$ cat src/rtl/tdl_pkg.sv
package tdl_pkg;

  typedef enum logic [1:0] {
    TGT_HS = 2'b01,
    TGT_VS = 2'b10,
    TGT_M  = 2'b11
  } tgt_e;

  localparam logic [11:0] ADDR_MEXC_LO = 12'h302;
  localparam logic [11:0] ADDR_MIRQ    = 12'h303;
  localparam logic [11:0] ADDR_MEXC_HI = 12'h312;
  localparam logic [11:0] ADDR_HEXC_LO = 12'h602;
  localparam logic [11:0] ADDR_HIRQ    = 12'h603;
  localparam logic [11:0] ADDR_HEXC_HI = 12'h612;

  localparam int SEL_MEXC_LO = 0;
  localparam int SEL_MEXC_HI = 1;
  localparam int SEL_MIRQ    = 2;
  localparam int SEL_HEXC_LO = 3;
  localparam int SEL_HEXC_HI = 4;
  localparam int SEL_HIRQ    = 5;
  localparam int NSEL        = 6;

  localparam int EXC_W   = 64;
  localparam int CAUSE_W = 6;

endpackage

$ cat src/rtl/tdl_decode.sv
module tdl_decode
  import tdl_pkg::*;
#(
  parameter int XLEN = 32
) (
  input  logic            clk,
  input  logic            rst_n,
  input  logic            csr_en,
  input  logic [11:0]     csr_addr,
  output logic [NSEL-1:0] sel,
  output logic            illegal
);

  localparam bit HAS_HI = (XLEN == 32);

  always_comb begin
    sel = '0;
    case (csr_addr)
      ADDR_MEXC_LO: sel[SEL_MEXC_LO] = 1'b1;
      ADDR_MEXC_HI: sel[SEL_MEXC_HI] = HAS_HI;
      ADDR_MIRQ:    sel[SEL_MIRQ]    = 1'b1;
      ADDR_HEXC_LO: sel[SEL_HEXC_LO] = 1'b1;
      ADDR_HEXC_HI: sel[SEL_HEXC_HI] = HAS_HI;
      ADDR_HIRQ:    sel[SEL_HIRQ]    = 1'b1;
      default:      sel = '0;
    endcase
    if (!csr_en) sel = '0;
    illegal = csr_en && (sel == '0);
  end


  sel_excl_chk: assert property (@(posedge clk) disable iff (!rst_n)
    csr_en |-> ($countones({sel, illegal}) == 1));

endmodule

$ cat src/rtl/tdl_warl_reg.sv
module tdl_warl_reg #(
  parameter int                    SEG  = 32,
  parameter int                    NSEG = 2,
  parameter logic [SEG*NSEG-1:0]   MASK = '1
) (
  input  logic                 clk,
  input  logic                 rst_n,
  input  logic [NSEG-1:0]      seg_we,
  input  logic [SEG-1:0]       wdata,
  output logic [SEG*NSEG-1:0]  q
);

  localparam int W = SEG * NSEG;

  logic [W-1:0] q_next;
  logic         q_en;

  always_comb begin
    q_next = q;
    for (int s = 0; s < NSEG; s++) begin
      if (seg_we[s]) q_next[s*SEG +: SEG] = wdata & MASK[s*SEG +: SEG];
    end
    q_en = |seg_we;
  end

  always_ff @(posedge clk or negedge rst_n) begin
    if (!rst_n)    q <= '0;
    else if (q_en) q <= q_next;
  end

  for (genvar g = 0; g < NSEG; g++) begin : g_seg_chk

    seg_hold_chk: assert property (@(posedge clk) disable iff (!rst_n)
      !seg_we[g] |=> $stable(q[g*SEG +: SEG]));

    seg_mask_chk: assert property (@(posedge clk) disable iff (!rst_n)
      seg_we[g] |=> ((q[g*SEG +: SEG] & ~MASK[g*SEG +: SEG]) == '0));
  end

endmodule

$ cat src/rtl/tdl_target.sv
module tdl_target
  import tdl_pkg::*;
#(
  parameter int XLEN = 32
) (
  input  logic [EXC_W-1:0]   m_exc,
  input  logic [EXC_W-1:0]   h_exc,
  input  logic [XLEN-1:0]    m_irq,
  input  logic [XLEN-1:0]    h_irq,
  input  logic [CAUSE_W-1:0] cause,
  input  logic               is_irq,
  input  logic               virt,
  output logic [1:0]         target
);

  logic [EXC_W-1:0] m_irq_w;
  logic [EXC_W-1:0] h_irq_w;
  logic             m_hit;
  logic             h_hit;

  always_comb begin
    m_irq_w = EXC_W'(m_irq);
    h_irq_w = EXC_W'(h_irq);
    if (is_irq) begin
      m_hit = m_irq_w[cause];
      h_hit = h_irq_w[cause];
    end else begin
      m_hit = m_exc[cause];
      h_hit = h_exc[cause];
    end
    if (!m_hit)             target = TGT_M;
    else if (virt && h_hit) target = TGT_VS;
    else                    target = TGT_HS;
  end


  always_comb begin
    if (target == TGT_VS) vs_needs_virt_chk: assert (virt);
  end

endmodule

$ cat src/rtl/trap_deleg_csr.sv
module trap_deleg_csr
  import tdl_pkg::*;
#(
  parameter int          XLEN       = 32,
  parameter logic [63:0] M_EXC_MASK = 64'h0000_00FF_0000_F7FF,
  parameter logic [63:0] H_EXC_MASK = 64'h0000_00FF_0000_B1FF,
  parameter logic [63:0] M_IRQ_MASK = 64'h0000_0000_0000_1666,
  parameter logic [63:0] H_IRQ_MASK = 64'h0000_0000_0000_0444
) (
  input  logic               clk,
  input  logic               rst_n,
  input  logic               csr_en,
  input  logic               csr_we,
  input  logic [11:0]        csr_addr,
  input  logic [XLEN-1:0]    csr_wdata,
  output logic [XLEN-1:0]    csr_rdata,
  output logic               csr_illegal,
  input  logic [5:0]         trap_cause,
  input  logic               trap_is_irq,
  input  logic               trap_virt,
  output logic [1:0]         trap_target
);

  localparam int EXC_NSEG = EXC_W / XLEN;

  // reset: asserted asynchronously, released on the clock
  logic [1:0] rst_sync;
  logic       rst_n_int;

  always_ff @(posedge clk or negedge rst_n) begin
    if (!rst_n) rst_sync <= 2'b00;
    else        rst_sync <= {rst_sync[0], 1'b1};
  end
  assign rst_n_int = rst_sync[1];

  logic [NSEL-1:0]     sel;
  logic                wr;
  logic [EXC_NSEG-1:0] m_exc_we;
  logic [EXC_NSEG-1:0] h_exc_we;
  logic                m_irq_we;
  logic                h_irq_we;
  logic [EXC_W-1:0]    m_exc;
  logic [EXC_W-1:0]    h_exc;
  logic [XLEN-1:0]     m_irq;
  logic [XLEN-1:0]     h_irq;

  tdl_decode #(.XLEN(XLEN)) u_decode (
    .clk      (clk),
    .rst_n    (rst_n_int),
    .csr_en   (csr_en),
    .csr_addr (csr_addr),
    .sel      (sel),
    .illegal  (csr_illegal)
  );

  assign wr = csr_we && !csr_illegal;

  if (XLEN == 32) begin : g_split
    assign m_exc_we = {wr && sel[SEL_MEXC_HI], wr && sel[SEL_MEXC_LO]};
    assign h_exc_we = {wr && sel[SEL_HEXC_HI], wr && sel[SEL_HEXC_LO]};
  end else begin : g_full
    assign m_exc_we = wr && sel[SEL_MEXC_LO];
    assign h_exc_we = wr && sel[SEL_HEXC_LO];
  end

  assign m_irq_we = wr && sel[SEL_MIRQ];
  assign h_irq_we = wr && sel[SEL_HIRQ];

  tdl_warl_reg #(.SEG(XLEN), .NSEG(EXC_NSEG), .MASK(M_EXC_MASK)) u_m_exc (
    .clk (clk), .rst_n (rst_n_int), .seg_we (m_exc_we), .wdata (csr_wdata), .q (m_exc)
  );

  tdl_warl_reg #(.SEG(XLEN), .NSEG(EXC_NSEG), .MASK(H_EXC_MASK)) u_h_exc (
    .clk (clk), .rst_n (rst_n_int), .seg_we (h_exc_we), .wdata (csr_wdata), .q (h_exc)
  );

  tdl_warl_reg #(.SEG(XLEN), .NSEG(1), .MASK(M_IRQ_MASK[XLEN-1:0])) u_m_irq (
    .clk (clk), .rst_n (rst_n_int), .seg_we (m_irq_we), .wdata (csr_wdata), .q (m_irq)
  );

  tdl_warl_reg #(.SEG(XLEN), .NSEG(1), .MASK(H_IRQ_MASK[XLEN-1:0])) u_h_irq (
    .clk (clk), .rst_n (rst_n_int), .seg_we (h_irq_we), .wdata (csr_wdata), .q (h_irq)
  );

  always_comb begin
    csr_rdata = '0;
    if (sel[SEL_MEXC_LO]) csr_rdata = m_exc[XLEN-1:0];
    if (sel[SEL_MEXC_HI]) csr_rdata = m_exc[EXC_W-1 -: XLEN];
    if (sel[SEL_MIRQ])    csr_rdata = m_irq;
    if (sel[SEL_HEXC_LO]) csr_rdata = h_exc[XLEN-1:0];
    if (sel[SEL_HEXC_HI]) csr_rdata = h_exc[EXC_W-1 -: XLEN];
    if (sel[SEL_HIRQ])    csr_rdata = h_irq;
  end

  tdl_target #(.XLEN(XLEN)) u_target (
    .m_exc  (m_exc),
    .h_exc  (h_exc),
    .m_irq  (m_irq),
    .h_irq  (h_irq),
    .cause  (trap_cause),
    .is_irq (trap_is_irq),
    .virt   (trap_virt),
    .target (trap_target)
  );


  illegal_rdata_chk: assert property (@(posedge clk) disable iff (!rst_n_int)
    csr_illegal |-> (csr_rdata == '0));


  illegal_nowrite_chk: assert property (@(posedge clk) disable iff (!rst_n_int)
    csr_illegal |=> ($stable(m_exc) && $stable(h_exc) && $stable(m_irq) && $stable(h_irq)));


  idle_legal_chk: assert property (@(posedge clk) disable iff (!rst_n_int)
    !csr_en |-> !csr_illegal);

endmodule

$ cat config.mk
export PLATFORM = sky130hd
export DESIGN_NAME = trap_deleg_csr
export DESIGN_NICKNAME = d
export VERILOG_FILES = /design/src/rtl/tdl_pkg.sv /design/src/rtl/tdl_decode.sv /design/src/rtl/tdl_warl_reg.sv /design/src/rtl/tdl_target.sv /design/src/rtl/trap_deleg_csr.sv
export SDC_FILE = /design/constraint.sdc
export NUM_CORES = 1
export LEC_CHECK = 0
export ABC_CLOCK_PERIOD_IN_PS = 3000
export CAP_MARGIN = 20
export CORE_MARGIN = 1.5
export CORE_UTILIZATION = 60
export CTS_CLUSTER_SIZE = 14
export DETAILED_ROUTE_END_ITERATION = 16
export DONT_BUFFER_PORTS = 1
export PLACE_DENSITY = 0.81
export REMOVE_ABC_BUFFERS = 1
export SLEW_MARGIN = 20
export SYNTH_ARGS = -nofsm -noshare
export SYNTH_HDL_FRONTEND = slang
export SYNTH_SLANG_ARGS = --single-unit
$ cat constraint.sdc
create_clock -name clk -period 3 [get_ports clk]
set_clock_uncertainty 0.2 [all_clocks]
set_input_delay 0.45 -clock clk [delete_from_list [all_inputs] [get_ports clk]]
set_output_delay 0.45 -clock clk [all_outputs]
set_load 0.02 [all_outputs]
==> flow_metrics.env <==
export IMPL_run_status="complete, no violations"
export IMPL_rsz0062_at_grt="no"
export IMPL_p_leak_nw=1.74
export IMPL_layout_common_cells="dfrtp_1 (54), mux2_2 (43), buf_4 (19)"
export IMPL_firstDrtPassIters=5
export IMPL_syn_area_per_cell_um2=11.4
export IMPL_peakVddDrop_uv=307
export IMPL_maxSlewViolCount=0
export IMPL_area_growth_pct=6.72
export IMPL_power_w=0.00133
export IMPL_h_tree_depth=2
export IMPL_yosys_top_cells_area="dfrtp_1 (42%), mux2_2 (15%), mux2i_1 (4.8%)"
export IMPL_nets=356
export IMPL_cts_buffers=5
export IMPL_start_util_pct=63.7
export IMPL_cts_buffer_depth=2
export IMPL_synth_area_um2=3310
export IMPL_drt_iter0_drc=219
export IMPL_placed_cell_area_um2=3400
export IMPL_start_kind="primary input"
export IMPL_globalRouteOverflowTotal=0
export IMPL_async_flop_share_pct=100
export IMPL_max_freq_ghz=0.348
export IMPL_grtUsageTotal_pct=26.3
export IMPL_worstSetupPathType="primary input to primary output"
export IMPL_dp_hpwl_um=5470
export IMPL_final_common_cell="dfrtp_1"
export IMPL_cts_clk_slew_worst_paths_ps=100
export IMPL_viasPerCell=6.47
export IMPL_root_buffer="clkbuf_8"
export IMPL_post_cts_setup_buffer_count=0
export IMPL_grt_max_degree=54
export IMPL_gp_congestion=0.939
export IMPL_drc=0
export IMPL_endpoint_kind="primary output"
export IMPL_fillers=410
export IMPL_die_area_um2=5980
export IMPL_drv_cap=0
export IMPL_tightestPinTransition_ps=681
export IMPL_cts_sinks=55
export IMPL_yosys_area_top_type="dfrtp_1"
export IMPL_layout_drive_gt1_share_pct=28.9
export IMPL_numPortBuffers=0
export IMPL_ys_ff_latch=55
export IMPL_grt_pass1_wl_um=12200
export IMPL_multiInputGateArea_um2=1760
export IMPL_arrival_ps=2230
export IMPL_synth_edf_count=0
export IMPL_cts_tree="yes"
export IMPL_hold_viol=0
export IMPL_antenna_found_initial=0
export IMPL_syn_inst=292
export IMPL_timing_final_crit_period_ps=2880
export IMPL_pin_count=91
export IMPL_wl_um=7530
export IMPL_vias=2402
export IMPL_critPathMaxFanout=20
export IMPL_yosysWarnings=0
export IMPL_die_x_um=77.3
export IMPL_fin_cells=371
export IMPL_dp_cells=362
export IMPL_grt_pass1_vias=2324
export IMPL_power_density_nw_per_um2=376
export IMPL_min_period_over_period_pct=95.9
export IMPL_insertion_delay_ps=310
export IMPL_fin_setup_tns_ps=0
export IMPL_routedWlPerCell_um=20.3
export IMPL_synth_main_ff_cell="dfrtp_1"
export IMPL_synth_top_area_share_pct=41.5
export IMPL_yosysSeqAreaShare_pct=41.5
export IMPL_synth_cell_types=53
export IMPL_core_area_um2=5200
export IMPL_diodes=0
export IMPL_dieHeight_um=77.3
export IMPL_register_area_um2=1380
export IMPL_setup_viol=0
export IMPL_hold_class="primary input to flop"
export IMPL_slew_headroom_pct=54.6
export IMPL_crit_required_ps=2350
export IMPL_fin_area_um2=3540
export IMPL_ant_nets=0
export IMPL_num_rows=26
[flip-flops by register name, indices dropped and copies added (netlist names)]
register and flops:
u_h_irq.q 3, u_h_exc.q 20, rst_sync 2, u_m_exc.q 23, u_m_irq.q 7
[per-layer routing]
metal | share of wire (%) | track usage, % | vias to the layer above | wire length (um)
met5 | 0 | 0 | - | 0
met4 | 1.2 | 8.18 | 0 | 89
met3 | 9.7 | 6.90 | 10 | 730
met2 | 49 | 41.7 | 139 | 3700
met1 | 40 | 35.6 | 1181 | 3020
li1 | - | - | 1072 | -
[worst max-delay path, cell delays in order]
cell      delay (ps)
or4_4            520
nor4b_4          300
buf_6            250
nand2b_1         100
nor3_1           140
buf_4            150
nand2_1           40
o21ai_0           80
buf_4            170
[kinds of logic after synthesis]
| group | count (synthesis) | synth area share (%) |
|---|---|---|
| muxes | 75 | 26.9 |
| and+or+nand+nor | 68 | 12.4 |
| DFF | 55 | 41.5 |
| AOI/OAI and AO/OA | 50 | 11.3 |
| buffers and inverters | 42 | 7.59 |
| other | 2 | 0.227 |
[synth_stat cells (2+ instances only)]
master and instances:
a211oi_1 2, conb_1 2, inv_1 5, and2_1 2, nand2_1 11, buf_4 21, a2111oi_0 2, nand3_1 4
nor2_1 16, dfrtp_1 55, mux4_2 6, mux2i_1 16, a22oi_1 7, and3_1 4, nand2b_1 4, o21ai_0 6
o22ai_1 3, clkbuf_1 11, mux2_2 43, a21oi_1 7, nor2b_1 5, buf_2 3, nand4_1 2, a31oi_1 2
a222oi_1 4, a21o_1 4, nand4_2 2, nor3_1 6, nand3b_1 3, mux2_1 10, o2111a_1 2
[where the power goes]
group          switching (W)  leakage, nW  internal, W
logic              0.0000513        0.921    0.0000337
registers          0.0000142        0.763     0.000743
clock network       0.000239       0.0514     0.000249
total               0.000305         1.74      0.00103
[per-stage QoR]
stage	setup WS [ps]	hold slack, ps	utilization (%)
3_3_place_gp	112	-45.5	65.3
4_1_cts	53.6	57.3	67.6
6_report	124	64.1	68.0
3_5_place_dp	63.6	-45.5	65.3
5_1_grt	22.0	54.4	68.0
2_1_floorplan	-394	-45.6	-
[final timing paths]
kind	from	to	slack (ps)	cells after the start
worst max register to register	rst_sync[1]	u_m_exc.q[7]	1960	0
max in group asynchronous	rst_sync[1]	u_m_exc.q[7]	1960	0
min in group asynchronous	rst_n	rst_sync[1]	150	1
worst max-delay path	csr_addr[2]	csr_rdata[12]	120	9
worst min register to register	rst_sync[1]	u_h_exc.q[32]	170	0
worst min-delay path	csr_wdata[13]	u_m_exc.q[13]	60	1
[timing repair]
item	4_1_cts	5_1_grt
hold endpoints to repair	2	0
endpoints found under the setup margin	0	6
resized for setup	0	3
hold buffers	1	0
[final cells by class]
class,instances,area share [%]
Clock buffer,6,2.05
Clock inverter,2,1.06
Inverter,5,0.531
Multi-Input combinational cell,211,49.7
Sequential cell,55,39.0
Tap cell,70,2.48
Timing Repair Buffer,22,5.20
No activity file was read; power rests on OpenSTA's default activity.
